==> config.mk <==
export PLATFORM = sky130hd
export DESIGN_NAME = cla_adder16
export DESIGN_NICKNAME = d
export VERILOG_FILES = /design/src/rtl/cla_pkg.sv /design/src/rtl/cla_pg_cell.sv /design/src/rtl/cla_la_net.sv /design/src/rtl/cla_group.sv /design/src/rtl/cla_adder16.sv
export SDC_FILE = /design/constraint.sdc
export NUM_CORES = 1
export LEC_CHECK = 0
export ABC_AREA = 0
export BUFFER_PORTS_ARGS = -buffer_cell sky130_fd_sc_hd__buf_4
export CORE_MARGIN = 5
export CORE_UTILIZATION = 43
export DETAILED_ROUTE_END_ITERATION = 8
export PLACE_DENSITY_LB_ADDON = 0.1
export SLEW_MARGIN = 10
export SYNTH_ARGS = -nofsm -noshare
export SYNTH_HDL_FRONTEND = slang
export SYNTH_SLANG_ARGS = --single-unit
export TNS_END_PERCENT = 20
==> constraint.sdc <==
create_clock -name vclk -period 5.3
set_input_delay 1.59 -clock vclk [all_inputs]
set_output_delay 1.59 -clock vclk [all_outputs]
set_load 0.005 [all_outputs]
==> src/rtl/cla_pkg.sv <==
package cla_pkg;

    typedef enum logic [0:0] {
        JOIN_RIPPLE    = 1'b0,
        JOIN_LOOKAHEAD = 1'b1
    } join_mode_e;

    typedef struct packed {
        logic p;
        logic g;
    } pg_t;

    // one step of the carry recurrence, used by the checkers
    function automatic logic carry_step(input pg_t t, input logic c);
        return t.g | (t.p & c);
    endfunction

    function automatic pg_t make_pg(input logic a, input logic b);
        pg_t r;
        r.p = a ^ b;
        r.g = a & b;
        return r;
    endfunction

endpackage

==> src/rtl/cla_pg_cell.sv <==
module cla_pg_cell
    import cla_pkg::*;
(
    input  logic a,
    input  logic b,
    output pg_t  pg
);

    assign pg = make_pg(a, b);

    always_comb begin

        pg_excl_chk: assert (!(pg.p && pg.g))
            else $error("propagate and generate both set");
    end

endmodule

==> src/rtl/cla_la_net.sv <==
// Flat lookahead network: every carry is an OR of AND terms over P/G and c0.
module cla_la_net #(
    parameter int N = 4
) (
    input  logic [N-1:0] p,
    input  logic [N-1:0] g,
    input  logic         c0,
    output logic [N:1]   carries,
    output logic         prop_all,
    output logic         gen_all
);

    always_comb begin
        logic term;
        logic orv;
        for (int i = 0; i < N; i++) begin
            term = c0;
            for (int j = 0; j <= i; j++) term = term & p[j];
            orv = term;
            for (int j = 0; j <= i; j++) begin
                term = g[j];
                for (int k = j + 1; k <= i; k++) term = term & p[k];
                orv = orv | term;
            end
            carries[i+1] = orv;
        end
    end

    always_comb begin
        logic term;
        logic orv;
        orv = 1'b0;
        for (int j = 0; j < N; j++) begin
            term = g[j];
            for (int k = j + 1; k < N; k++) term = term & p[k];
            orv = orv | term;
        end
        gen_all  = orv;
        prop_all = &p;
    end

    always_comb begin

        group_pg_chk: assert (carries[N] == (gen_all | (prop_all & c0)))
            else $error("group terms disagree with last carry");
    end

endmodule

==> src/rtl/cla_group.sv <==
module cla_group
    import cla_pkg::*;
#(
    parameter int GW = 4
) (
    input  logic [GW-1:0] a,
    input  logic [GW-1:0] b,
    input  logic          cin,
    output logic [GW-1:0] sum,
    output logic          cout,
    output logic          gprop,
    output logic          ggen
);

    pg_t          pgv [GW];
    logic [GW-1:0] pv;
    logic [GW-1:0] gv;
    logic [GW:0]   cv;

    for (genvar i = 0; i < GW; i++) begin : g_bit
        cla_pg_cell u_cell (
            .a  (a[i]),
            .b  (b[i]),
            .pg (pgv[i])
        );
        assign pv[i] = pgv[i].p;
        assign gv[i] = pgv[i].g;
    end

    assign cv[0] = cin;

    cla_la_net #(.N(GW)) u_net (
        .p        (pv),
        .g        (gv),
        .c0       (cin),
        .carries  (cv[GW:1]),
        .prop_all (gprop),
        .gen_all  (ggen)
    );


    assign sum  = pv ^ cv[GW-1:0];
    assign cout = cv[GW];

    for (genvar i = 0; i < GW; i++) begin : g_chk
        always_comb begin

            carry_rec_chk: assert (cv[i+1] == carry_step(pgv[i], cv[i]))
                else $error("flat carry %0d breaks recurrence", i + 1);
        end
    end

    always_comb begin

        group_pass_chk: assert (!gprop || (cout == cin))
            else $error("propagating group altered carry");

        group_excl_chk: assert (!(gprop && ggen))
            else $error("group propagate and generate both set");
    end

endmodule

==> src/rtl/cla_adder16.sv <==
module cla_adder16
    import cla_pkg::*;
#(
    parameter int         WIDTH   = 16,
    parameter int         GROUP_W = 4,
    parameter join_mode_e JOIN    = JOIN_LOOKAHEAD
) (
    input  logic [WIDTH-1:0] opa,
    input  logic [WIDTH-1:0] opb,
    input  logic             carry_in,
    output logic [WIDTH-1:0] sum_out,
    output logic             carry_out
);

    localparam int NG = WIDTH / GROUP_W;

    logic [NG:0]   grp_cin;
    logic [NG-1:0] grp_cout;
    logic [NG-1:0] grp_p;
    logic [NG-1:0] grp_g;

    assign grp_cin[0] = carry_in;

    for (genvar k = 0; k < NG; k++) begin : g_grp
        cla_group #(.GW(GROUP_W)) u_grp (
            .a     (opa[k*GROUP_W +: GROUP_W]),
            .b     (opb[k*GROUP_W +: GROUP_W]),
            .cin   (grp_cin[k]),
            .sum   (sum_out[k*GROUP_W +: GROUP_W]),
            .cout  (grp_cout[k]),
            .gprop (grp_p[k]),
            .ggen  (grp_g[k])
        );
    end

    if (JOIN == JOIN_RIPPLE) begin : g_ripple

        for (genvar k = 0; k < NG; k++) begin : g_link
            assign grp_cin[k+1] = grp_cout[k];
        end
    end else begin : g_look
        logic top_p;
        logic top_g;

        cla_la_net #(.N(NG)) u_top (
            .p        (grp_p),
            .g        (grp_g),
            .c0       (carry_in),
            .carries  (grp_cin[NG:1]),
            .prop_all (top_p),
            .gen_all  (top_g)
        );
        always_comb begin

            top_carry_chk: assert (carry_out == (top_g | (top_p & carry_in)))
                else $error("second-level carry-out mismatch");
        end
    end

    assign carry_out = grp_cin[NG];

    for (genvar k = 0; k < NG; k++) begin : g_link_chk
        always_comb begin

            link_chk: assert (grp_cin[k+1] == grp_cout[k])
                else $error("group %0d carry-in differs from predecessor carry-out", k + 1);

            grp_term_chk: assert (grp_cout[k] == (grp_g[k] | (grp_p[k] & grp_cin[k])))
                else $error("group %0d P/G inconsistent", k);
        end
    end

    always_comb begin

        total_sum_chk: assert ({carry_out, sum_out} ==
                               ({1'b0, opa} + {1'b0, opb} + {{WIDTH{1'b0}}, carry_in}))
            else $error("adder result wrong");
    end

endmodule

=== Word level (Yosys, flattened, before mapping) ===
Cells that the tools add are included.

* Bits in registers: 0
* Latch bits: 0
* Memory bits (writable): 0
* Memory bits (read-only): 0
* Input bits: 33
* Output and inout bits: 17
* Logic and storage cells: 132
* Memories kept: 0

* Add/sub/neg operators: 0
* $mul: 0
* Divide/modulo/power cells: 0
* Order comparisons: 0
* Equal/unequal tests: 0
* Shift operators: 0
* Multiplexer cells: 0
* Bitwise logic cells: 128
* Reduce and logical (&&, ||, !) cells: 4

{| class="wikitable"
|+ Operators by type and width
! kind !! count
|-
| 1-bit bitwise AND || 62
|-
| 1-bit bitwise OR || 46
|-
| 4-bit AND reduction || 4
|-
| 1-bit bitwise XOR || 16
|-
| 4-bit bitwise XOR || 4
|}

=== Depth between registers and ports, before layout ===
* Word-level depth: 19
* Gate-level depth with buffers: 10
* Depth with buffers taken out: 10

=== Cells and area by module ===
A second synthesis with hierarchy kept.

* Cell total of the unflattened synthesis: 82
* Area total of the unflattened synthesis: 640.6 sq um

{| class="wikitable"
|+ Modules (own cells, without submodules)
! module !! times used !! cells each !! area each (sq um) !! seq. area each (sq um)
|-
| cla_la_net || 5 || 10 || 60.1 || 0.0
|-
| cla_pg_cell || 16 || 1 || 12.5 || 0.0
|-
| cla_group || 4 || 4 || 35.0 || 0.0
|}

=== Least setup slack after synthesis ===
No wires, ideal clock.

* Path kind: input-to-output
* Start: input port opa[7]
* End: output port sum_out[15]
* Arrival: 3332 ps
* Data required time: 3710 ps
* Setup slack: 378 ps
* Stages on the path: 10
* Path buffers: 0
* Cells stage by stage: ha_1 a21oi_4 o21ai_2 a2111oi_2 a21oi_1 ha_1 o21a_1 o21a_1 nor2_1 xnor2_1

* Cells in the longest elaborated chain, start to end: 15
* Elaborated cells between the ends (all ways): 24
* Classes of those cells: bitwise: 23; reduce/logical: 1

{| class="wikitable"
|+ RTL lines
! item !! line !! source
|-
| start: declaration || cla_adder16.sv:8 || <nowiki>input logic [WIDTH-1:0] opa,</nowiki>
|-
| 1-bit bitwise XOR || cla_pkg.sv:20 || <nowiki>r.p = a ^ b;</nowiki>
|-
| 1-bit bitwise AND || cla_la_net.sv:35 || <nowiki>for (int k = j + 1; k < N; k++) term = term & p[k];</nowiki>
|-
| 1-bit bitwise OR (3 in a row) || cla_la_net.sv:36 || <nowiki>orv = orv | term;</nowiki>
|-
| 1-bit bitwise AND || cla_la_net.sv:22 || <nowiki>for (int k = j + 1; k <= i; k++) term = term & p[k];</nowiki>
|-
| 1-bit bitwise OR (*) (2 in a row) || cla_la_net.sv:23 || <nowiki>orv = orv | term;</nowiki>
|-
| 1-bit bitwise AND (*) || cla_la_net.sv:18 || <nowiki>for (int j = 0; j <= i; j++) term = term & p[j];</nowiki>
|-
| 1-bit bitwise AND (*) (2 in a row) || - ||
|-
| 1-bit bitwise OR (*) (3 in a row) || cla_la_net.sv:23 ||
|-
| 4-bit bitwise XOR (*) || cla_group.sv:42 || <nowiki>assign sum = pv ^ cv[GW-1:0];</nowiki>
|-
| end: declaration || cla_adder16.sv:11 || <nowiki>output logic [WIDTH-1:0] sum_out,</nowiki>
|}

Mark *: on every way between the ends. The rest lies on a longest branch, timed or not.

=== Worst setup path after layout ===
* Start: input port opa[0]
* End: output port sum_out[7]

* Cells in the longest elaborated chain, start to end: 15
* Elaborated cells between the ends (all ways): 18
* Classes of those cells: bitwise: 17; reduce/logical: 1

{| class="wikitable"
|+ RTL lines
! item !! line !! source
|-
| 1-bit bitwise AND || cla_pkg.sv:21 || <nowiki>r.g = a & b;</nowiki>
|-
| 1-bit bitwise AND (3 in a row) || cla_la_net.sv:35 ||
|-
| 1-bit bitwise OR (3 in a row) || cla_la_net.sv:36 ||
|-
| 1-bit bitwise OR (*) || cla_la_net.sv:23 ||
|-
| 1-bit bitwise AND (*) || cla_la_net.sv:18 ||
|-
| 1-bit bitwise AND (*) (2 in a row) || - ||
|-
| 1-bit bitwise OR (*) (3 in a row) || cla_la_net.sv:23 ||
|-
| 4-bit bitwise XOR (*) || cla_group.sv:42 ||
|}

Marked as above.

==> flow_summary_export.csv <==
group,metric,value,unit
logic_synthesis,ys_top_cells_by_area,"ha_1 (36%), fa_1 (12%), o21a_1 (6.5%), xor2_1 (6.4%), nor2_1 (6.0%)",
grt,grt_use_met1,0.151,
timing,maxSlewHeadroom,0.843,
critical_path,startpoint_type,"input port",
cells_and_area,syn_to_final_growth,65.5,%
drt,ant_nets,0,
timing,hold_violations,0,
critical_path,required,3710,ps
drt,dr_total_vias,766,
placed_design,post-dp-hpwl,1650,um
drt,drt-vias-per-instance,5.21,
timing,setup_slack,120,ps
logic_synthesis,synth_top_family_by_area,"adder cells",
drt,wl_per_cell,11.8,um
timing,period_needed,5180,ps
grt,gr-total-overflow,0,
pwr,power.total,0.145,mW
timing,fin_crit_sh,0.977,
min_path,hold_path_depth,3,
grt,grt_pass1_vias,785,
cells_and_area,drive_gt1_frac,0.481,
floorplanning,start_util,0.457,
cells_and_area,nets,190,
critical_path,max_stage_delay,390,ps
critical_path,cp_max_fo,2,
logic_synthesis,synth-simple-area-share,0.156,
grt,grtUsageTotal,0.139,
clock_tree,ctsHoldBuffers,0,
floorplanning,dieArea,0.00250,sq mm
logic_synthesis,ys_warn_count,0,
floorplanning,pin_count,50,
grt,grt_max_degree,5,
pwr,p_leak,0.574,nW
logic_synthesis,ys_types,22,
placed_design,io_buffers,50,
logic_synthesis,synthesis.instances,79,
logic_synthesis,synth_mux_area_frac,0,
placed_design,place_ws,10.5,ps
outcome,status,"finished clean",
cells_and_area,clkbuf_count,0,
timing,max_freq,0.193,GHz
logic_synthesis,synth_top_area_cell,"ha_1",
timing,tightestPinTransition,234,ps
cells_and_area,antenna_cells,0,
logic_synthesis,synth_top_cells_by_count,"ha_1 (20), nor2_1 (11), a21oi_1 (6), o21a_1 (6)",
placed_design,finalWeightedCongestion,0.711,
critical_path,slowest_stage,"or3_1",
pwr,peakVddDrop,0.0873,mV
floorplanning,coreArea,0.00151,sq mm
cells_and_area,seq_cell_count,0,
logic_synthesis,synthXorXnorAreaFrac,0.115,
critical_path,worstPathArrival,3590,ps
logic_synthesis,synth_compound_area_frac,0.249,
logic_synthesis,syn_nets,136,
logic_synthesis,syn_area_per_cell,8.71,sq um
drt,drt_pass1_iterations,2,
clock_tree,post_cts_buffers,0,
drt,route.detailed.drc,0,
clock_tree,post_cts_resized,0,
critical_path,path_class,"input port to primary output",
grt,busiest_layer,"met2",
grt,antenna_found_initial,0,
flow_run,max_cap_violations,0,
pwr,power_density,127,mW/mm^2
min_path,hold_end,"sum_out[8]",
timing,slew_viol_final,0,
drt,wirelength,1730,um
timing,rsz0062_at_grt,"yes",
critical_path,end_kind,"primary output",
logic_synthesis,yosysMostFrequentCell,"ha_1",
grt,grt_use_met3,0.0241,
floorplanning,die_h,50.0,um
cells_and_area,fin_util,0.756,
grt,grt_first_pass_wirelength,3040,um
cells_and_area,final-seq-area,0,sq um
logic_synthesis,syn-cell-area,688,sq um
timing,setup_viol,0,
critical_path,path_cells,"buf_4 > ha_1 > a21oi_1 > nor2_1 > or3_1 > ha_1 > o21a_1 > o21a_1 > nor2_1 > xnor2_1 > buf_4",
drt,drt-initial-drc-count,1,
logic_synthesis,ys_seq_area_frac,0,
logic_synthesis,synth_fa_ha_area_frac,0.480,
grt,use_met2,0.282,
logic_synthesis,netlist.area_leader.share,0.364,
floorplanning,rows,14,
min_path,hp-start,"opb[8]",
min_path,hp-class,"input port to primary output",
timing,holdWs,3520,ps
floorplanning,die_x,50.0,um
## cell type report
class / instances / area (sq um)
Tap cell: 16 / 20.0
Timing Repair Buffer: 52 / 390
Fill cell: 123 / 368
Multi-Input combinational cell: 79 / 728
## power breakdown
part / internal [mW] / switching, mW
Clock: 0 / 0
Sequential: 0 / 0
Combinational: 0.0855 / 0.0593
Total: 0.0855 / 0.0593
## routing by layer
metal  share of wire  routed length [um]
met1            0.37                 634
met2            0.57                 988
met3           0.064                 111
met4               0                   0
met5               0                   0
## through the flow
stage / TNS (ps) / std cells / instance area [sq um]
floorplan: 0 / 79 / 688
global placement: 0 / 147 / 1100
detailed placement: 0 / 147 / 1100
CTS: 0 / 147 / 1100
global route: -19.5 / 147 / 1140
finish: 0 / 147 / 1140
## worst max-delay path by stage
stage / startpoint / end / slack (ps) / depth (start not counted)
2_1_floorplan: opa[7] / sum_out[15] / 380 / 10
3_3_place_gp: opa[7] / sum_out[15] / 130 / 12
3_5_place_dp: opa[7] / sum_out[15] / 10 / 12
4_1_cts: opa[7] / sum_out[15] / 10 / 12
5_1_grt: opa[0] / sum_out[15] / -10 / 12
6_report: opa[0] / sum_out[7] / 120 / 11
## placed cells by master, fill, tap and decap left out, types with 2 or more instances in the layout
| master | Yosys | routed |
|---|---|---|
| xnor2_1 | 4 | 4 |
| a21oi_2 | 1 | 3 |
| o21a_1 | 6 | 6 |
| ha_1 | 20 | 18 |
| nor2_1 | 11 | 10 |
| nand2_1 | 5 | 4 |
| nor3_1 | 3 | 3 |
| o21ai_1 | 2 | 2 |
| a21oi_1 | 6 | 4 |
| xor2_1 | 5 | 5 |
| a21o_1 | 2 | 2 |
| buf_4 | 0 | 52 |
| fa_1 | 4 | 4 |
## cells by family (layout without fill, tap and decap cells)
group,Yosys count,count (layout)
adder cells (fa/ha/maj),24,24
XOR/XNOR,9,9
AND/OR/NAND/NOR,24,24
AO/OA/AOI/OAI,22,22
buffers and inverters,0,52
## worst max-delay path: cells and delay by family
| family | cells | cell delay (ps) |
|---|---|---|
| and+or+nand+nor | 3 | 580 |
| AOI/OAI and AO/OA | 3 | 540 |
| adders and majority gates | 2 | 510 |
| buffers and inverters | 2 | 250 |
| xor gates and xnor gates | 1 | 130 |
(Power assumes the default switching activity.)
